File: config.mk
export PLATFORM = sky130hd
export DESIGN_NAME = bitmask_rmw
export DESIGN_NICKNAME = d
export VERILOG_FILES = /design/src/rtl/bitmask_rmw_pkg.sv /design/src/rtl/bmr_seq.sv /design/src/rtl/bmr_capture.sv /design/src/rtl/bmr_modify.sv /design/src/rtl/bitmask_rmw.sv
export SDC_FILE = /design/constraint.sdc
export NUM_CORES = 1
export LEC_CHECK = 0
export BUFFER_PORTS_ARGS = -buffer_cell sky130_fd_sc_hd__buf_2
export CAP_MARGIN = 20
export CORE_ASPECT_RATIO = 1.1
export CORE_MARGIN = 10
export CORE_UTILIZATION = 57
export CTS_BUF_LIST = sky130_fd_sc_hd__clkbuf_2 sky130_fd_sc_hd__clkbuf_4 sky130_fd_sc_hd__clkbuf_8
export DETAILED_ROUTE_END_ITERATION = 12
export GPL_ROUTABILITY_DRIVEN = 0
export PLACE_DENSITY = 0.93
export SYNTH_ARGS = -nofsm -noshare
export SYNTH_HDL_FRONTEND = slang
export SYNTH_SLANG_ARGS = --single-unit
export TNS_END_PERCENT = 20
File: constraint.sdc
create_clock -name clk_i -period 2.3 [get_ports clk_i]
set_input_delay 0 -clock clk_i [delete_from_list [all_inputs] [get_ports clk_i]]
set_output_delay 0 -clock clk_i [all_outputs]
set_load 0.1 [all_outputs]
File: src/rtl/bitmask_rmw_pkg.sv
package bitmask_rmw_pkg;
  typedef enum logic [2:0] {
    ST_IDLE,
    ST_OPC,
    ST_ADL,
    ST_ADH,
    ST_RD,
    ST_MOD,
    ST_WR
  } bmr_state_e;

  localparam int OP_ABS_BIT = 3;
  localparam int OP_CLR_BIT = 4;
  localparam int ZP_LEN     = 2;
  localparam int ABS_LEN    = 3;
endpackage

File: src/rtl/bmr_seq.sv
module bmr_seq
  import bitmask_rmw_pkg::*;
(
  input  logic       clk_i,
  input  logic       rst_ni,
  input  logic       start_i,
  input  logic       abs_i,
  output bmr_state_e state_o
);
  bmr_state_e state_q, state_d;

  always_comb begin
    state_d = state_q;
    unique case (state_q)
      ST_IDLE: if (start_i) state_d = ST_OPC;
      ST_OPC:  state_d = ST_ADL;
      ST_ADL:  state_d = abs_i ? ST_ADH : ST_RD;
      ST_ADH:  state_d = ST_RD;
      ST_RD:   state_d = ST_MOD;
      ST_MOD:  state_d = ST_WR;
      ST_WR:   state_d = ST_IDLE;
      default: state_d = ST_IDLE;
    endcase
  end

  always_ff @(posedge clk_i or negedge rst_ni) begin
    if (!rst_ni) state_q <= ST_IDLE;
    else         state_q <= state_d;
  end

  assign state_o = state_q;


  busy_restart_chk: assert property (@(posedge clk_i) disable iff (!rst_ni)
    state_q != ST_IDLE |=> state_q != ST_OPC);


  rd_then_mod_chk: assert property (@(posedge clk_i) disable iff (!rst_ni)
    state_q == ST_RD |=> state_q == ST_MOD);
endmodule

File: src/rtl/bmr_capture.sv
module bmr_capture
  import bitmask_rmw_pkg::*;
#(
  parameter int DATA_W = 8,
  localparam int ADDR_W = 2 * DATA_W
) (
  input  logic              clk_i,
  input  logic              rst_ni,
  input  bmr_state_e        state_i,
  input  logic              start_i,
  input  logic [ADDR_W-1:0] pc_i,
  input  logic [DATA_W-1:0] acc_i,
  input  logic [DATA_W-1:0] rdata_i,
  output logic [ADDR_W-1:0] pc_o,
  output logic [DATA_W-1:0] acc_o,
  output logic              abs_o,
  output logic              clr_o,
  output logic [ADDR_W-1:0] target_o,
  output logic [DATA_W-1:0] orig_o
);
  logic [ADDR_W-1:0] pc_q;
  logic [DATA_W-1:0] acc_q, adl_q, adh_q, orig_q;
  logic              abs_q, clr_q;

  always_ff @(posedge clk_i or negedge rst_ni) begin
    if (!rst_ni) begin
      pc_q   <= '0;
      acc_q  <= '0;
      adl_q  <= '0;
      adh_q  <= '0;
      orig_q <= '0;
      abs_q  <= 1'b0;
      clr_q  <= 1'b0;
    end else begin
      unique case (state_i)
        ST_IDLE: if (start_i) begin
          pc_q  <= pc_i;
          acc_q <= acc_i;
        end
        ST_OPC: begin
          abs_q <= rdata_i[OP_ABS_BIT];
          clr_q <= rdata_i[OP_CLR_BIT];
          adh_q <= '0;  // zero page
        end
        ST_ADL:  adl_q  <= rdata_i;
        ST_ADH:  adh_q  <= rdata_i;
        ST_RD:   orig_q <= rdata_i;
        default: ;
      endcase
    end
  end

  assign pc_o     = pc_q;
  assign acc_o    = acc_q;
  assign abs_o    = abs_q;
  assign clr_o    = clr_q;
  assign target_o = {adh_q, adl_q};
  assign orig_o   = orig_q;


  acc_hold_chk: assert property (@(posedge clk_i) disable iff (!rst_ni)
    (state_i inside {ST_ADL, ST_ADH, ST_RD, ST_MOD, ST_WR}) |-> $stable(acc_q));


  pc_hold_chk: assert property (@(posedge clk_i) disable iff (!rst_ni)
    (state_i inside {ST_ADL, ST_ADH, ST_RD, ST_MOD, ST_WR}) |-> $stable(pc_q));
endmodule

File: src/rtl/bmr_modify.sv
module bmr_modify #(
  parameter int DATA_W = 8
) (
  input  logic              clk_i,
  input  logic              rst_ni,
  input  logic              load_i,
  input  logic              clr_i,
  input  logic [DATA_W-1:0] acc_i,
  input  logic [DATA_W-1:0] orig_i,
  output logic [DATA_W-1:0] result_o,
  output logic              zero_o
);
  logic [DATA_W-1:0] res_d, res_q;
  logic              zero_q;

  for (genvar b = 0; b < DATA_W; b++) begin : g_bit
    assign res_d[b] = clr_i ? (orig_i[b] & ~acc_i[b]) : (orig_i[b] | acc_i[b]);
  end

  always_ff @(posedge clk_i or negedge rst_ni) begin
    if (!rst_ni) begin
      res_q  <= '0;
      zero_q <= 1'b0;
    end else if (load_i) begin
      res_q  <= res_d;
      zero_q <= ~|(acc_i & orig_i);  // flag from unmodified byte
    end
  end

  assign result_o = res_q;
  assign zero_o   = zero_q;


  set_bits_chk: assert property (@(posedge clk_i) disable iff (!rst_ni)
    load_i && !clr_i |=> ((result_o & $past(acc_i)) == $past(acc_i)) &&
                         ((result_o & ~$past(acc_i)) == ($past(orig_i) & ~$past(acc_i))));


  clr_bits_chk: assert property (@(posedge clk_i) disable iff (!rst_ni)
    load_i && clr_i |=> ((result_o & $past(acc_i)) == '0) &&
                        ((result_o & ~$past(acc_i)) == ($past(orig_i) & ~$past(acc_i))));


  zero_src_chk: assert property (@(posedge clk_i) disable iff (!rst_ni)
    load_i && ((acc_i & orig_i) != '0) |=> !zero_o);
endmodule

File: src/rtl/bitmask_rmw.sv
module bitmask_rmw
  import bitmask_rmw_pkg::*;
#(
  parameter int DATA_W = 8,
  localparam int ADDR_W = 2 * DATA_W
) (
  input  logic              clk_i,
  input  logic              rst_ni,
  input  logic              start_i,
  input  logic [ADDR_W-1:0] pc_i,
  input  logic [DATA_W-1:0] acc_i,
  output logic [ADDR_W-1:0] mem_addr_o,
  output logic              mem_rd_o,
  output logic              mem_wr_o,
  output logic [DATA_W-1:0] mem_wdata_o,
  input  logic [DATA_W-1:0] mem_rdata_i,
  output logic              z_o,
  output logic              z_we_o,
  output logic              done_o,
  output logic [ADDR_W-1:0] next_pc_o
);
  bmr_state_e        state;
  logic [ADDR_W-1:0] pc, target;
  logic [DATA_W-1:0] acc, orig, result;
  logic              is_abs, is_clr, zero;

  bmr_seq u_seq (
    .clk_i   (clk_i),
    .rst_ni  (rst_ni),
    .start_i (start_i),
    .abs_i   (is_abs),
    .state_o (state)
  );

  bmr_capture #(.DATA_W(DATA_W)) u_cap (
    .clk_i    (clk_i),
    .rst_ni   (rst_ni),
    .state_i  (state),
    .start_i  (start_i),
    .pc_i     (pc_i),
    .acc_i    (acc_i),
    .rdata_i  (mem_rdata_i),
    .pc_o     (pc),
    .acc_o    (acc),
    .abs_o    (is_abs),
    .clr_o    (is_clr),
    .target_o (target),
    .orig_o   (orig)
  );

  bmr_modify #(.DATA_W(DATA_W)) u_mod (
    .clk_i    (clk_i),
    .rst_ni   (rst_ni),
    .load_i   (state == ST_MOD),
    .clr_i    (is_clr),
    .acc_i    (acc),
    .orig_i   (orig),
    .result_o (result),
    .zero_o   (zero)
  );

  always_comb begin
    unique case (state)
      ST_OPC:                mem_addr_o = pc;
      ST_ADL:                mem_addr_o = pc + ADDR_W'(1);
      ST_ADH:                mem_addr_o = pc + ADDR_W'(2);
      ST_RD, ST_MOD, ST_WR:  mem_addr_o = target;
      default:               mem_addr_o = '0;
    endcase
  end

  assign mem_rd_o    = state inside {ST_OPC, ST_ADL, ST_ADH, ST_RD};
  assign mem_wr_o    = (state == ST_WR);
  assign mem_wdata_o = mem_wr_o ? result : '0;
  assign z_we_o      = mem_wr_o;
  assign z_o         = mem_wr_o & zero;
  assign done_o      = mem_wr_o;
  assign next_pc_o   = pc + (is_abs ? ADDR_W'(ABS_LEN) : ADDR_W'(ZP_LEN));

  // cycle count since opcode cycle, checker use
  logic [2:0] span_q;
  always_ff @(posedge clk_i or negedge rst_ni) begin
    if (!rst_ni)               span_q <= '0;
    else if (state == ST_IDLE) span_q <= '0;
    else                       span_q <= span_q + 3'd1;
  end


  zp_span_chk: assert property (@(posedge clk_i) disable iff (!rst_ni)
    done_o && !is_abs |-> span_q == 3'd4);


  abs_span_chk: assert property (@(posedge clk_i) disable iff (!rst_ni)
    done_o && is_abs |-> span_q == 3'd5);


  same_addr_chk: assert property (@(posedge clk_i) disable iff (!rst_ni)
    mem_wr_o |-> (mem_addr_o == $past(mem_addr_o, 2)) && $past(mem_rd_o, 2) && !$past(mem_rd_o));


  single_wr_chk: assert property (@(posedge clk_i) disable iff (!rst_ni)
    mem_wr_o |=> !mem_wr_o && !mem_rd_o);


  quiet_rst_chk: assert property (@(posedge clk_i) disable iff (!rst_ni)
    $rose(rst_ni) |-> !mem_rd_o && !mem_wr_o && !done_o);
endmodule

==> impl_metrics.xml <==
<?xml version="1.0" encoding="UTF-8"?>
<metrics>
  <group name="run_status">
    <metric name="status" unit="">finished, violations left</metric>
    <metric name="violations_in_the_final_reports" unit="">setup timing</metric>
  </group>
  <group name="global_route">
    <metric name="grt_pass1_wl" unit="um">19200</metric>
    <metric name="grt_max_degree" unit="">39</metric>
    <metric name="groute.usage.overall" unit="%">22.6</metric>
    <metric name="grt-ovfl-total" unit="">0</metric>
    <metric name="initial_antenna_violation_count" unit="">0</metric>
    <metric name="first_global_vias" unit="">3840</metric>
  </group>
  <group name="final_layout">
    <metric name="fill_cells" unit="">302</metric>
    <metric name="finish.utilization" unit="%">82.2</metric>
    <metric name="stdcell_count" unit="">577</metric>
    <metric name="finalInstanceArea" unit="sq um">5150</metric>
    <metric name="antenna-diode-count" unit="">0</metric>
    <metric name="areaGrowthSynthToFinish" unit="%">38.5</metric>
    <metric name="finalNetCount" unit="">532</metric>
    <metric name="drive_gt1_share" unit="%">37.6</metric>
  </group>
  <group name="timing">
    <metric name="final-hold-violation-count" unit="">0</metric>
    <metric name="period_needed" unit="ps">2320</metric>
    <metric name="maxSlewHeadroom" unit="%">43.5</metric>
    <metric name="final-setup-viol-count" unit="">1</metric>
    <metric name="post_route_clock_period_utilization" unit="%">101</metric>
    <metric name="fmaxAchievable" unit="GHz">0.430</metric>
    <metric name="worst_clock_skew" unit="ps">13.3</metric>
    <metric name="final-max-slew-violation-count" unit="">0</metric>
    <metric name="grt_setup_unrepaired" unit="">true</metric>
    <metric name="tightestPinTransition" unit="ps">848</metric>
    <metric name="final_critical_path_setup_slack" unit="ps">-23.7</metric>
  </group>
  <group name="logic_synthesis">
    <metric name="synth_largest_area_cell" unit="">sky130_fd_sc_hd__dfrtp_1</metric>
    <metric name="post-synth-top-count-cell" unit="">sky130_fd_sc_hd__dfrtp_1</metric>
    <metric name="synth.yosys.warnings" unit="">0</metric>
    <metric name="postSynth.asyncResetShare" unit="%">100</metric>
    <metric name="synth_area_leaders" unit="">sky130_fd_sc_hd__dfrtp_1 42%, sky130_fd_sc_hd__mux2_2 12%, sky130_fd_sc_hd__o21ai_0 4.7%, sky130_fd_sc_hd__nand2_1 4.5%, sky130_fd_sc_hd__mux2i_1 3.5%</metric>
    <metric name="synth-seq-cells" unit="">62</metric>
    <metric name="synth.yosys.seq_area_share" unit="%">41.7</metric>
    <metric name="leading_cell_types_by_count_after_synthesis" unit="">62 x sky130_fd_sc_hd__dfrtp_1, 45 x sky130_fd_sc_hd__nand2_1, 39 x sky130_fd_sc_hd__mux2_2</metric>
    <metric name="postSynth.topFlopCell" unit="">sky130_fd_sc_hd__dfrtp_1</metric>
    <metric name="syn_inst" unit="">380</metric>
    <metric name="syn-num-nets" unit="">420</metric>
    <metric name="mappedNetlistArea" unit="sq um">3720</metric>
    <metric name="netlist.area_leader.share" unit="%">41.7</metric>
    <metric name="syn-mean-instance-area" unit="sq um">9.79</metric>
    <metric name="post_synth_edffs" unit="">0</metric>
    <metric name="yosys.cell_types.count" unit="">52</metric>
  </group>
  <group name="floorplan">
    <metric name="die_x" unit="um">97.0</metric>
    <metric name="floorplan.core_area" unit="sq um">6270</metric>
    <metric name="io_pins" unit="">80</metric>
    <metric name="effective_utilization_at_floorplan" unit="%">59.4</metric>
    <metric name="die_height" unit="um">105</metric>
    <metric name="rows" unit="">30</metric>
    <metric name="die_area" unit="sq um">10200</metric>
  </group>
  <group name="drt">
    <metric name="num_vias" unit="">3750</metric>
    <metric name="drtIter0Drc" unit="">530</metric>
    <metric name="postRouteAntennaNets" unit="">0</metric>
    <metric name="finalWirelength" unit="um">12200</metric>
    <metric name="drc" unit="">0</metric>
    <metric name="routed_wire_length_per_instance" unit="um">21.2</metric>
    <metric name="detailedRoute.firstPassIterationCount" unit="">6</metric>
    <metric name="avgViaCountPerCell" unit="">6.50</metric>
  </group>
  <group name="setup_path">
    <metric name="r2r-end" unit="">u_cap.acc_o[1]</metric>
    <metric name="cp_max_fo" unit="">8</metric>
    <metric name="worst_ep_arrival_time" unit="ps">2320</metric>
    <metric name="startpoint_type" unit="">register</metric>
    <metric name="crit_type" unit="">register to output pin</metric>
    <metric name="crit_path_end" unit="">next_pc_o[8]</metric>
    <metric name="cp.required" unit="ps">2300</metric>
    <metric name="startpoint_of_the_worst_slack_reg_to_reg_timing_path" unit="">u_seq.state_o[1]</metric>
    <metric name="rr_worst_depth" unit="">4</metric>
    <metric name="worst_setup_path_start" unit="">u_cap.pc_o[0]</metric>
    <metric name="flop_to_flop_setup_slack" unit="ps">390</metric>
    <metric name="worstSetupEndpointType" unit="">output pin</metric>
  </group>
  <group name="clock_tree">
    <metric name="insertion_delay" unit="ps">350</metric>
    <metric name="h_tree_level_count" unit="">3</metric>
    <metric name="cts_tree" unit="">yes</metric>
    <metric name="clk_transition_reported_paths" unit="ps">80</metric>
    <metric name="cts_made_buffers" unit="">9</metric>
    <metric name="clock_tree.buffer_depth" unit="">2</metric>
    <metric name="numClockSinks" unit="">62</metric>
    <metric name="cell_at_the_root_of_the_clock_tree" unit="">sky130_fd_sc_hd__clkbuf_8</metric>
  </group>
  <group name="place">
    <metric name="placedCellCount" unit="">527</metric>
    <metric name="place_area" unit="sq um">4520</metric>
    <metric name="port-buffer-count" unit="">79</metric>
    <metric name="post-place-ws" unit="ps">223</metric>
    <metric name="place.detailed.hpwl" unit="um">8160</metric>
  </group>
  <group name="flow_run">
    <metric name="cap_viol_max_count" unit="">0</metric>
  </group>
  <group name="hold_path">
    <metric name="min_path_type" unit="">input port to register</metric>
  </group>
</metrics>
==> worst min-delay path by stage <==
| stage | from | endpoint | depth (start not counted) |
|---|---|---|---|
| finish | start_i | u_seq.state_o[0] | 5 |
| global route | start_i | u_seq.state_o[0] | 5 |
| CTS | start_i | u_seq.state_o[0] | 5 |
| detailed placement | rst_ni | u_cap.pc_o[0] | 1 |
| global placement | rst_ni | u_cap.pc_o[0] | 1 |
| floorplan | rst_ni | u_cap.abs_o | 0 |
==> placed cells by master, fill, tap and decap left out, types with 6 or more instances in the layout <==
cell                            netlist  routed
sky130_fd_sc_hd__mux2_2              39      39
sky130_fd_sc_hd__o21ai_0             35      30
sky130_fd_sc_hd__a21oi_1             11      11
sky130_fd_sc_hd__nor3_1               9       8
sky130_fd_sc_hd__buf_12               0      21
sky130_fd_sc_hd__nand2_1             45      45
sky130_fd_sc_hd__xor2_1               8       8
sky130_fd_sc_hd__dfrtp_1             62      52
sky130_fd_sc_hd__nand4_1              7       7
sky130_fd_sc_hd__xnor2_1              9       8
sky130_fd_sc_hd__nand3_1              8       8
sky130_fd_sc_hd__mux2i_1             13      12
sky130_fd_sc_hd__dlygate4sd3_1        0      33
sky130_fd_sc_hd__clkbuf_8             0       9
sky130_fd_sc_hd__nand2b_1             6       6
sky130_fd_sc_hd__a22oi_1              8       8
sky130_fd_sc_hd__dfrtp_2              0      10
sky130_fd_sc_hd__nor2_1              17      15
sky130_fd_sc_hd__buf_2               11      50
sky130_fd_sc_hd__and2_1              12      12
sky130_fd_sc_hd__inv_1                8       7
sky130_fd_sc_hd__buf_4                6      19
==> state kept, by name, indices dropped and copies added, names as in the netlist <==
register	flops
u_seq.state_o	3
u_cap.abs_o	1
u_mod.result_o	8
u_cap.pc_o	16
u_cap.clr_o	1
u_cap.adl_q	8
u_cap.orig_o	8
u_mod.zero_o	1
u_cap.acc_o	8
u_cap.adh_q	8
==> critical path: stages, from the launching register on <==
cell                      delay, ps
sky130_fd_sc_hd__dfrtp_2        450
sky130_fd_sc_hd__ha_1           260
sky130_fd_sc_hd__inv_1           80
sky130_fd_sc_hd__ha_1           260
sky130_fd_sc_hd__nor2_2         250
sky130_fd_sc_hd__and3_1         200
sky130_fd_sc_hd__xor2_1         260
sky130_fd_sc_hd__buf_12         220
==> metal layers <==
layer,share of wire [%],vias to the layer above,GRT usage (%)
li1,-,1567,-
met3,9.8,101,6.72
met5,0,-,0
met2,50,302,38.0
met4,5.6,0,11.8
met1,35,1780,25.2
==> final cells by class <==
type	count	area [sq um]	area share, %
multi-input combinational	282	2060	39.9
clock inverter	6	61.3	1.19
tap	80	100	1.94
inverter	9	33.8	0.655
timing repair buffer	128	1210	23.4
clock buffer	10	131	2.55
sequential	62	1560	30.3
==> cells by family (layout without fill, tap and decap cells) <==
logic type               count (synthesis)  after routing  share of synthesized area, %
buffers and inverters                   36            153                          5.21
adder cells (fa/ha/maj)                  5              5                          1.68
AND/OR/NAND/NOR                        131            131                          19.1
XOR/XNOR                                17             17                          4.00
multiplexers                            52             52                          15.3
flip-flops                              62             62                          41.7
AO/OA/AOI/OAI                           77             77                          13.0
==> repair_timing <==
item	4_1_cts	5_1_grt
setup buffers	0	1
resized for setup	14	22
pin swaps	0	0
hold endpoints to repair	86	0
hold buffers	33	0
endpoints found under the setup margin	14	20
==> metrics by stage <==
stage	hold WS [ps]	setup TNS, ps
6_report	45.7	-23.7
2_1_floorplan	-296	-8840
3_3_place_gp	135	0
3_5_place_dp	143	0
5_1_grt	81.6	-441
4_1_cts	41.6	-161
Power is not shown: default switching activity piles up to over one toggle a cycle in this logic, so the estimate is an artifact.
